$ cat config.mk
export PLATFORM = sky130hd
export DESIGN_NAME = hbi_interp2
export DESIGN_NICKNAME = d
export VERILOG_FILES = /design/src/rtl/hbi_pkg.sv /design/src/rtl/hbi_ctrl.sv /design/src/rtl/hbi_lane.sv /design/src/rtl/hbi_interp2.sv
export SDC_FILE = /design/constraint.sdc
export NUM_CORES = 2
export LEC_CHECK = 0
export ABC_CLOCK_PERIOD_IN_PS = 13300
export BUFFER_PORTS_ARGS = -buffer_cell sky130_fd_sc_hd__buf_2
export CAP_MARGIN = 20
export CELL_PAD_IN_SITES_DETAIL_PLACEMENT = 1
export CELL_PAD_IN_SITES_GLOBAL_PLACEMENT = 1
export CORE_MARGIN = 5
export CORE_UTILIZATION = 44
export DETAILED_ROUTE_END_ITERATION = 8
export PLACE_DENSITY_LB_ADDON = 0.1
export SKIP_CTS_REPAIR_TIMING = 1
export SLEW_MARGIN = 10
export SYNTH_ARGS = -nofsm -noshare
export SYNTH_HDL_FRONTEND = slang
export SYNTH_SLANG_ARGS = --single-unit
$ cat constraint.sdc
create_clock -name clk -period 13.3 [get_ports clk]
set_input_delay 1.995 -clock clk [delete_from_list [all_inputs] [get_ports clk]]
set_output_delay 1.995 -clock clk [all_outputs]
set_load 0.005 [all_outputs]
$ cat src/rtl/hbi_pkg.sv
package hbi_pkg;

    typedef enum logic [1:0] {
        ST_IDLE = 2'd0,
        ST_CTR  = 2'd1,
        ST_MID  = 2'd2
    } hbi_state_e;

    localparam int NLANE   = 2;
    localparam int NPAIR   = 5;
    localparam int HIST    = 2 * NPAIR;
    localparam int CTR_IDX = NPAIR;
    localparam int GAIN_SH = 11;

    // Nonzero even taps, folded: pair j multiplies sample j and sample HIST-1-j.
    function automatic int pair_coef(input int j);
        case (j)
            0:       return 1;
            1:       return -17;
            2:       return 87;
            3:       return -299;
            default: return 1252;
        endcase
    endfunction

endpackage

$ cat src/rtl/hbi_ctrl.sv
module hbi_ctrl
    import hbi_pkg::*;
(
    input  logic clk,
    input  logic rst_n,
    input  logic in_valid,
    input  logic bypass,
    output logic in_ready,
    output logic shift_en,
    output logic zero_fill,
    output logic byp_sel,
    output logic mid_sel,
    output logic out_en,
    output logic out_valid
);

    hbi_state_e state_q, state_d;
    logic       byp_q;
    logic       valid_q;

    assign in_ready  = (state_q != ST_CTR);
    assign shift_en  = in_valid && in_ready;
    assign zero_fill = bypass;
    assign mid_sel   = (state_q == ST_MID);
    assign out_en    = (state_q != ST_IDLE);
    assign byp_sel   = byp_q;
    assign out_valid = valid_q;

    always_comb begin
        state_d = state_q;
        unique case (state_q)
            ST_IDLE: if (shift_en) state_d = ST_CTR;
            ST_CTR:  state_d = ST_MID;
            ST_MID:  state_d = shift_en ? ST_CTR : ST_IDLE;
            default: state_d = ST_IDLE;
        endcase
    end

    always_ff @(posedge clk) begin
        if (!rst_n) state_q <= ST_IDLE;
        else        state_q <= state_d;
    end

    always_ff @(posedge clk) begin
        if (!rst_n) begin
            valid_q <= 1'b0;
            byp_q   <= 1'b0;
        end else begin
            valid_q <= out_en;
            if (shift_en) byp_q <= bypass;
        end
    end

    AST_ACCEPT_SPACING: assert property (@(posedge clk) disable iff (!rst_n)
        shift_en |=> !in_ready);

    AST_PAIR_VALID: assert property (@(posedge clk) disable iff (!rst_n)
        shift_en |=> ##1 out_valid ##1 out_valid);

    AST_GAP_DRAINS: assert property (@(posedge clk) disable iff (!rst_n)
        (in_ready && !in_valid) |=> ##1 !out_valid);

endmodule

$ cat src/rtl/hbi_lane.sv
module hbi_lane
    import hbi_pkg::*;
#(
    parameter int DATA_W = 16
) (
    input  logic                     clk,
    input  logic                     rst_n,
    input  logic                     shift_en,
    input  logic                     zero_fill,
    input  logic                     byp_sel,
    input  logic                     mid_sel,
    input  logic                     out_en,
    input  logic signed [DATA_W-1:0] din,
    output logic signed [DATA_W-1:0] dout
);

    localparam int ACC_W = DATA_W + 13;
    localparam int MAX_I = (2 ** (DATA_W - 1)) - 1;
    localparam logic signed [ACC_W-1:0] MAXV = ACC_W'(MAX_I);
    localparam logic signed [ACC_W-1:0] MINV = -MAXV - 1;
    localparam logic signed [ACC_W-1:0] HALF = ACC_W'(1) <<< (GAIN_SH - 1);

    logic signed [DATA_W-1:0] tap_q [HIST];
    logic signed [DATA_W-1:0] raw_q;
    logic signed [ACC_W-1:0]  prod_w [NPAIR];
    logic signed [ACC_W-1:0]  acc_w;
    logic signed [ACC_W-1:0]  rnd_w;
    logic signed [ACC_W-1:0]  shf_w;
    logic signed [DATA_W-1:0] mid_w;

    // History line: a bypassed sample enters as zero.
    always_ff @(posedge clk) begin
        if (!rst_n) begin
            for (int i = 0; i < HIST; i++) tap_q[i] <= '0;
            raw_q <= '0;
        end else if (shift_en) begin
            tap_q[0] <= zero_fill ? '0 : din;
            for (int i = 1; i < HIST; i++) tap_q[i] <= tap_q[i-1];
            raw_q <= din;
        end
    end

    // Folded symmetric products for the midpoint phase.
    for (genvar j = 0; j < NPAIR; j++) begin : g_pair
        localparam int CJ = pair_coef(j);
        logic signed [DATA_W:0] psum_w;
        assign psum_w    = DATA_W'(0) + {tap_q[j][DATA_W-1], tap_q[j]}
                         + {tap_q[HIST-1-j][DATA_W-1], tap_q[HIST-1-j]};
        assign prod_w[j] = ACC_W'(psum_w) * ACC_W'(CJ);
    end

    always_comb begin
        acc_w = '0;
        for (int j = 0; j < NPAIR; j++) acc_w = acc_w + prod_w[j];
    end

    assign rnd_w = acc_w + HALF;
    assign shf_w = rnd_w >>> GAIN_SH;

    always_comb begin
        if (shf_w > MAXV)      mid_w = MAXV[DATA_W-1:0];
        else if (shf_w < MINV) mid_w = MINV[DATA_W-1:0];
        else                   mid_w = shf_w[DATA_W-1:0];
    end

    always_ff @(posedge clk) begin
        if (!rst_n)      dout <= '0;
        else if (out_en) dout <= byp_sel ? raw_q : (mid_sel ? mid_w : tap_q[CTR_IDX]);
    end

    logic flat_w;
    always_comb begin
        flat_w = 1'b1;
        for (int i = 1; i < HIST; i++)
            if (tap_q[i] != tap_q[0]) flat_w = 1'b0;
    end

    AST_DC_UNITY: assert property (@(posedge clk) disable iff (!rst_n)
        (out_en && mid_sel && !byp_sel && flat_w) |=> (dout == $past(tap_q[0])));

endmodule

$ cat src/rtl/hbi_interp2.sv
module hbi_interp2
    import hbi_pkg::*;
#(
    parameter int DATA_W = 16
) (
    input  logic                     clk,
    input  logic                     rst_n,
    input  logic                     bypass,
    input  logic                     in_valid,
    output logic                     in_ready,
    input  logic signed [DATA_W-1:0] in_i,
    input  logic signed [DATA_W-1:0] in_q,
    output logic                     out_valid,
    output logic signed [DATA_W-1:0] out_i,
    output logic signed [DATA_W-1:0] out_q
);

    logic shift_en, zero_fill, byp_sel, mid_sel, out_en;
    logic signed [DATA_W-1:0] lane_in  [NLANE];
    logic signed [DATA_W-1:0] lane_out [NLANE];

    assign lane_in[0] = in_i;
    assign lane_in[1] = in_q;
    assign out_i      = lane_out[0];
    assign out_q      = lane_out[1];

    hbi_ctrl u_ctrl (
        .clk       (clk),
        .rst_n     (rst_n),
        .in_valid  (in_valid),
        .bypass    (bypass),
        .in_ready  (in_ready),
        .shift_en  (shift_en),
        .zero_fill (zero_fill),
        .byp_sel   (byp_sel),
        .mid_sel   (mid_sel),
        .out_en    (out_en),
        .out_valid (out_valid)
    );

    for (genvar g = 0; g < NLANE; g++) begin : g_lane
        hbi_lane #(.DATA_W(DATA_W)) u_lane (
            .clk       (clk),
            .rst_n     (rst_n),
            .shift_en  (shift_en),
            .zero_fill (zero_fill),
            .byp_sel   (byp_sel),
            .mid_sel   (mid_sel),
            .out_en    (out_en),
            .din       (lane_in[g]),
            .dout      (lane_out[g])
        );
    end

    AST_BYPASS_PASS: assert property (@(posedge clk) disable iff (!rst_n)
        (in_valid && in_ready && bypass) |=> ##1 (out_i == $past(in_i, 2))
                                            ##1 (out_i == $past(in_i, 3)));

endmodule

## Word level (Yosys, flattened, before mapping)

Memories as Yosys holds them, arrays and structs flattened.
Index checks and enable logic that the tools add are counted.

| word-level totals | value |
|---|---|
| flip-flop bits (word level) | 68 |
| bits in writable memories | 320 |
| input bits | 36 |
| output and inout bits | 34 |
| logic and storage cells | 105 |
| memories | 2 |

Memory list:

| memory | depth | width | read ports | clocked after memory_dff | write ports | RTL line | RTL |
|---|---|---|---|---|---|---|---|
| g_lane[0].u_lane.tap_q | 10 | 16 | 10 | 0 | 10 | hbi_lane.sv:23 | `logic signed [DATA_W-1:0] tap_q [HIST];` |
| g_lane[1].u_lane.tap_q | 10 | 16 | 10 | 0 | 10 | hbi_lane.sv:23 |  |

| cells by class | value |
|---|---|
| add/sub/neg operators | 20 |
| $mul | 8 |
| order comparisons | 4 |
| equality and inequality tests | 4 |
| mux-type cells | 37 |
| bitwise operators | 20 |
| reduce and logical (&&, ||, !) cells | 3 |

Operators with widths:

| operator | count |
|---|---|
| 16-bit 2-to-1 mux | 30 |
| 29-bit adder | 6 |
| 16-bit by 16-bit adder with 17-bit output | 10 |
| 17-bit by 10-bit multiplier with 27-bit output, second input constant | 4 |
| 29-bit by 12-bit adder with 29-bit output, second input constant | 2 |
| 17-bit by 8-bit multiplier with 25-bit output, second input constant | 2 |
| 17-bit by 23-bit adder with 24-bit output | 2 |
| 17-bit by 6-bit multiplier with 23-bit output, second input constant | 2 |
| 18-bit by 16-bit > comparator with 1-bit output, second input constant | 2 |
| 18-bit by 16-bit less-than comparator with 1-bit output, second input constant | 2 |
| 1-bit OR | 20 |
| 2-bit case mux with 3 select lines | 1 |
| 1-bit 2-to-1 mux | 5 |
| 2-bit by 1-bit != test with 1-bit output, second input constant | 2 |
| 2-bit by 1-bit == test with 1-bit output, second input constant | 1 |
| 2-bit == test, second input constant | 1 |
| 2-bit zero test | 1 |
| 2-bit 2-to-1 mux | 1 |
| 2-bit nonzero test | 1 |
| 1-bit logical AND | 1 |

## Depth between registers and ports, before layout

An unclocked memory read counts as a cell.

| depth | value |
|---|---|
| depth after elaboration | 13 |
| gate-level depth with buffers | 53 |
| gate-level depth less buffers | 52 |

## Cells and area by module

From an unflattened synthesis, not the netlist that was laid out.

| second synthesis, totals | value |
|---|---|
| cells, all modules | 4,631 |
| area, all modules | 49,520.0 um^2 |

By module, submodules not included:

| module | times used | cells an instance | area an instance (um^2) | sequential area each (um^2) |
|---|---|---|---|---|
| hbi_lane (g_lane[0].u_lane) | 1 | 2,317 | 24,752.5 | 5,445.2 |
| hbi_lane (g_lane[1].u_lane) | 1 | 2,297 | 24,602.3 | 5,445.2 |
| hbi_ctrl | 1 | 17 | 165.2 | 80.1 |

## Least setup slack after synthesis

OpenSTA, ideal clock, no wires.

| timing path | value |
|---|---|
| path type | register -> register |
| start point | memory g_lane[1].u_lane.tap_q[1][0], in the netlist g_lane[1].u_lane.tap_q[0][16] |
| end point | register g_lane[1].u_lane.dout[12] |
| library setup time | 0.140 ns |
| arrival time | 11.096 ns |
| required time | 13.160 ns |
| path slack | 2.064 ns |
| stages on the path, launching flop included | 52 |
| buffers on the path | 1 |
| cells stage by stage | edfxtp_1 ha_1 inv_1 fa_1 nor2b_1 o31a_1 o21ai_1 o21ai_0 a41o_1 o41a_1 a21o_1 a21oi_1 xnor2_1 inv_1 fa_1 inv_1 fa_1 fa_1 [16 not listed] fa_1 inv_1 ha_1 ha_1 nand2_1 nor3_1 a221oi_1 o21ai_0 a31oi_2 o21ai_1 a21o_1 a21oi_1 xnor3_1 xnor3_1 xnor2_2 a21oi_2 buf_4 o221ai_1 |

RTL lines:

| item | RTL line | RTL |
|---|---|---|
| start, declared | hbi_lane.sv:23 |  |
| end signal, assigned | hbi_lane.sv:68 | `else if (out_en) dout <= byp_sel ? raw_q : (mid_sel ? mid_w : tap_q[CTR_IDX]);` |
| end, declared | hbi_lane.sv:14 | `output logic signed [DATA_W-1:0] dout` |

==> summary.txt <==
Status
  – Outcome: complete, no violations

Drt
  – DR WL/cell: between 20 and 25 um
  – Post-route ant nets: 0
  – Routed vias/inst: ~5.3
  – Final wirelength: roughly 150,000 um
  – Remaining DRCs: 0
  – Vias: about 35,000
  – Violation count after the first detailed-routing iteration: roughly 1,400
  – Drt pass-1 iters: 7

Floorplan
  – Die area: roughly 120,000 um^2
  – Die Y-Extent: 348 um
  – Ports: 70
  – Initial Utilization: 0.441
  – Die span in x: between 300 and 400 um
  – Core Area: roughly 110,000 um^2
  – Cell Rows: 124

Synth
  – Syn_nets: ~6,400
  – Number of synthesized flops with an enable pin: between 300 and 400
  – Yosys reg bits: between 300 and 400
  – Proportion of synthesized chip area in sequential cells: 0.218
  – Netlist Area Pre-Place: 50,300 um^2
  – Most used DFF post-synth: edfxtp_1
  – Post-synthesis async set-or-reset flop share: 0
  – Synth Instances: between 4,000 and 5,000
  – Count of different cell masters after synthesis: 85
  – Yosys warnings: 0
  – Mean Syn Cell Area: 10.2 um^2

Place
  – IO buf count: just under 70
  – Gpl congestion: 0.858
  – Hpwl dp: 124,000 um

Final layout
  – Layout cell share with drive strength beyond 1: 0.0496
  – Most frequent cells in the layout: 991 x inv_1, 804 x ha_1, 588 x fa_1
  – Synth-to-layout area growth: 8.12%
  – Commonest non-fill, non-tap cell in the layout: inv_1
  – Final #Nets: ~6,500

Timing
  – Highest clock rate: 80.7 MHz
  – Total negative slack: 0 ns
  – Worst-case clock skew: between 0.02 and 0.03 ns
  – Fin. Hold Viols: 0
  – Finish-stage setup viols: 0
  – RSZ-0062 raised after global routing: false
  – Minimum clock period: about 12 ns
  – Slew Viols, Final: 0
  – Final period util: 0.931
  – Slew Limit Headroom: 0.272
  – Actual slew at the worst max-slew pin: between 1 and 1.5 ns

Hold path
  – Worst hold-check path type: flip-flop to flip-flop

Worst setup path
  – CP required: about 14 ns
  – Crit path kind: flip-flop to flip-flop
  – Worst Path Arrival: 12.89 ns
  – Crit path max fanout: 11
  – Slowest CP cell: fa_1
  – CP peak stage delay: 0.52 ns
  – Setup crit end kind: flip-flop
  – Worst path most repeated cell: a21oi_1
  – Critical Path Start Type: flip-flop

Clock tree
  – Cell chosen for the clock root: clkbuf_16
  – Worst skew pair latency: 0.64 ns
  – Worst-path clk slew: around 0.060 ns
  – CTS tree: done
  – H-tree depth: 2
  – Clk sinks: just under 400
  – Cts bufs inserted: between 40 and 50
  – Max clock buf depth: 3

GRT
  – Pin count of the biggest net entering global routing: between 100 and 150
  – Global-route usage over all layers: 0.243
  – First-pass GRT wire length: approximately 230,000 um
  – GRT Residual Overflow: 0
  – Vias in the first global route: 38,500
  – Antenna violations before repair: 4

Job
  – Max-Cap Viols: 0
==> synthesized netlist by cell type (all sizes together) (39+ instances only) <==
cell	count	area, um^2
o21ai	184	921
nor2	215	815
xnor2	242	2130
nand2b	57	357
ha	804	10100
nor2b	39	244
a21oi	222	1130
o21bai	52	390
a21o	73	548
o21a	40	300
edfxtp	320	9610
dfxtp	68	1360
nand2	103	387
fa	588	11800
xor2	93	815
inv	993	3730
and2	326	2040
nor3	55	280
clkbuf	61	229
==> registers in the layout, indices dropped and copies added, names as in the netlist <==
name and flops:
g_lane.u_lane.tap_q 320, g_lane.u_lane.dout 32, g_lane.u_lane.raw_q 32, u_ctrl.state_q 2, u_ctrl.byp_sel 1, u_ctrl.out_valid 1
==> worst paths after layout <==
path | startpoint | endpoint | slack [ns] | cells after the start
max reg2reg | g_lane[1].u_lane.tap_q[0][17] | g_lane[1].u_lane.dout[15] | 0.91 | 51
min reg2reg | g_lane[1].u_lane.raw_q[15] | g_lane[1].u_lane.raw_q[15] | 0.49 | 1
max | g_lane[1].u_lane.tap_q[0][17] | g_lane[1].u_lane.dout[15] | 0.91 | 51
min | g_lane[1].u_lane.raw_q[15] | g_lane[1].u_lane.raw_q[15] | 0.49 | 1
==> critical path, delay by kind of cell (launching register included) <==
kind	cells	cell delay (ns)
AO/OA/AOI/OAI	26	5.32
XOR/XNOR	4	1.10
adder cells (fa/ha/maj)	10	4.17
buffers and inverters	7	0.68
flip-flops	1	0.40
multiplexers	1	0.26
AND/OR/NAND/NOR	3	0.32
==> metal layers <==
layer | global-route usage | vias to the layer above | share of wire
met1 | 0.293 | 17700 | 0.41
met5 | 0 | - | 0.000089
met3 | 0.0194 | 158 | 0.029
li1 | - | 16600 | -
met2 | 0.462 | 419 | 0.53
met4 | 0.0680 | 2 | 0.033
==> stage by stage <==
| stage | hold WS (ns) | worst slack (ns) | instances | utilization | instance area, um^2 |
|---|---|---|---|---|---|
| 2_1_floorplan | 0.444 | 2.06 | 4939 | - | 50300 |
| 3_3_place_gp | 0.463 | 0.428 | 6495 | 0.462 | 52600 |
| 3_5_place_dp | 0.475 | 0.210 | 6495 | 0.462 | 52700 |
| 4_1_cts | 0.489 | 0.183 | 6587 | 0.476 | 54300 |
| 5_1_grt | 0.511 | 0.0429 | 6590 | 0.477 | 54400 |
| 6_report | 0.488 | 0.912 | 6594 | 0.477 | 54400 |
==> layout make-up <==
cell class | count | area [um^2]
flip-flops and latches | 388 | 11000
repair buffers | 114 | 708
clock buffers | 69 | 1410
fillers | 12700 | 59600
inverters | 994 | 3740
diodes | 4 | 10.0
multi-input cells | 3490 | 35400
clock inverters | 23 | 230
well taps | 1512 | 1890
==> logic make-up (layout without fill, tap and decap cells) <==
group,Yosys count,after routing,synth area share
XOR/XNOR,339,339,0.0604
buffers and inverters,1061,1200,0.0795
other,0,4,0
AO/OA/AOI/OAI,832,832,0.109
flip-flops,388,388,0.218
multiplexers,7,7,0.00142
adder cells (fa/ha/maj),1396,1396,0.435
AND/OR/NAND/NOR,916,916,0.0966
Power is not shown: default switching activity piles up to over one toggle a cycle in this logic, so the estimate is an artifact.
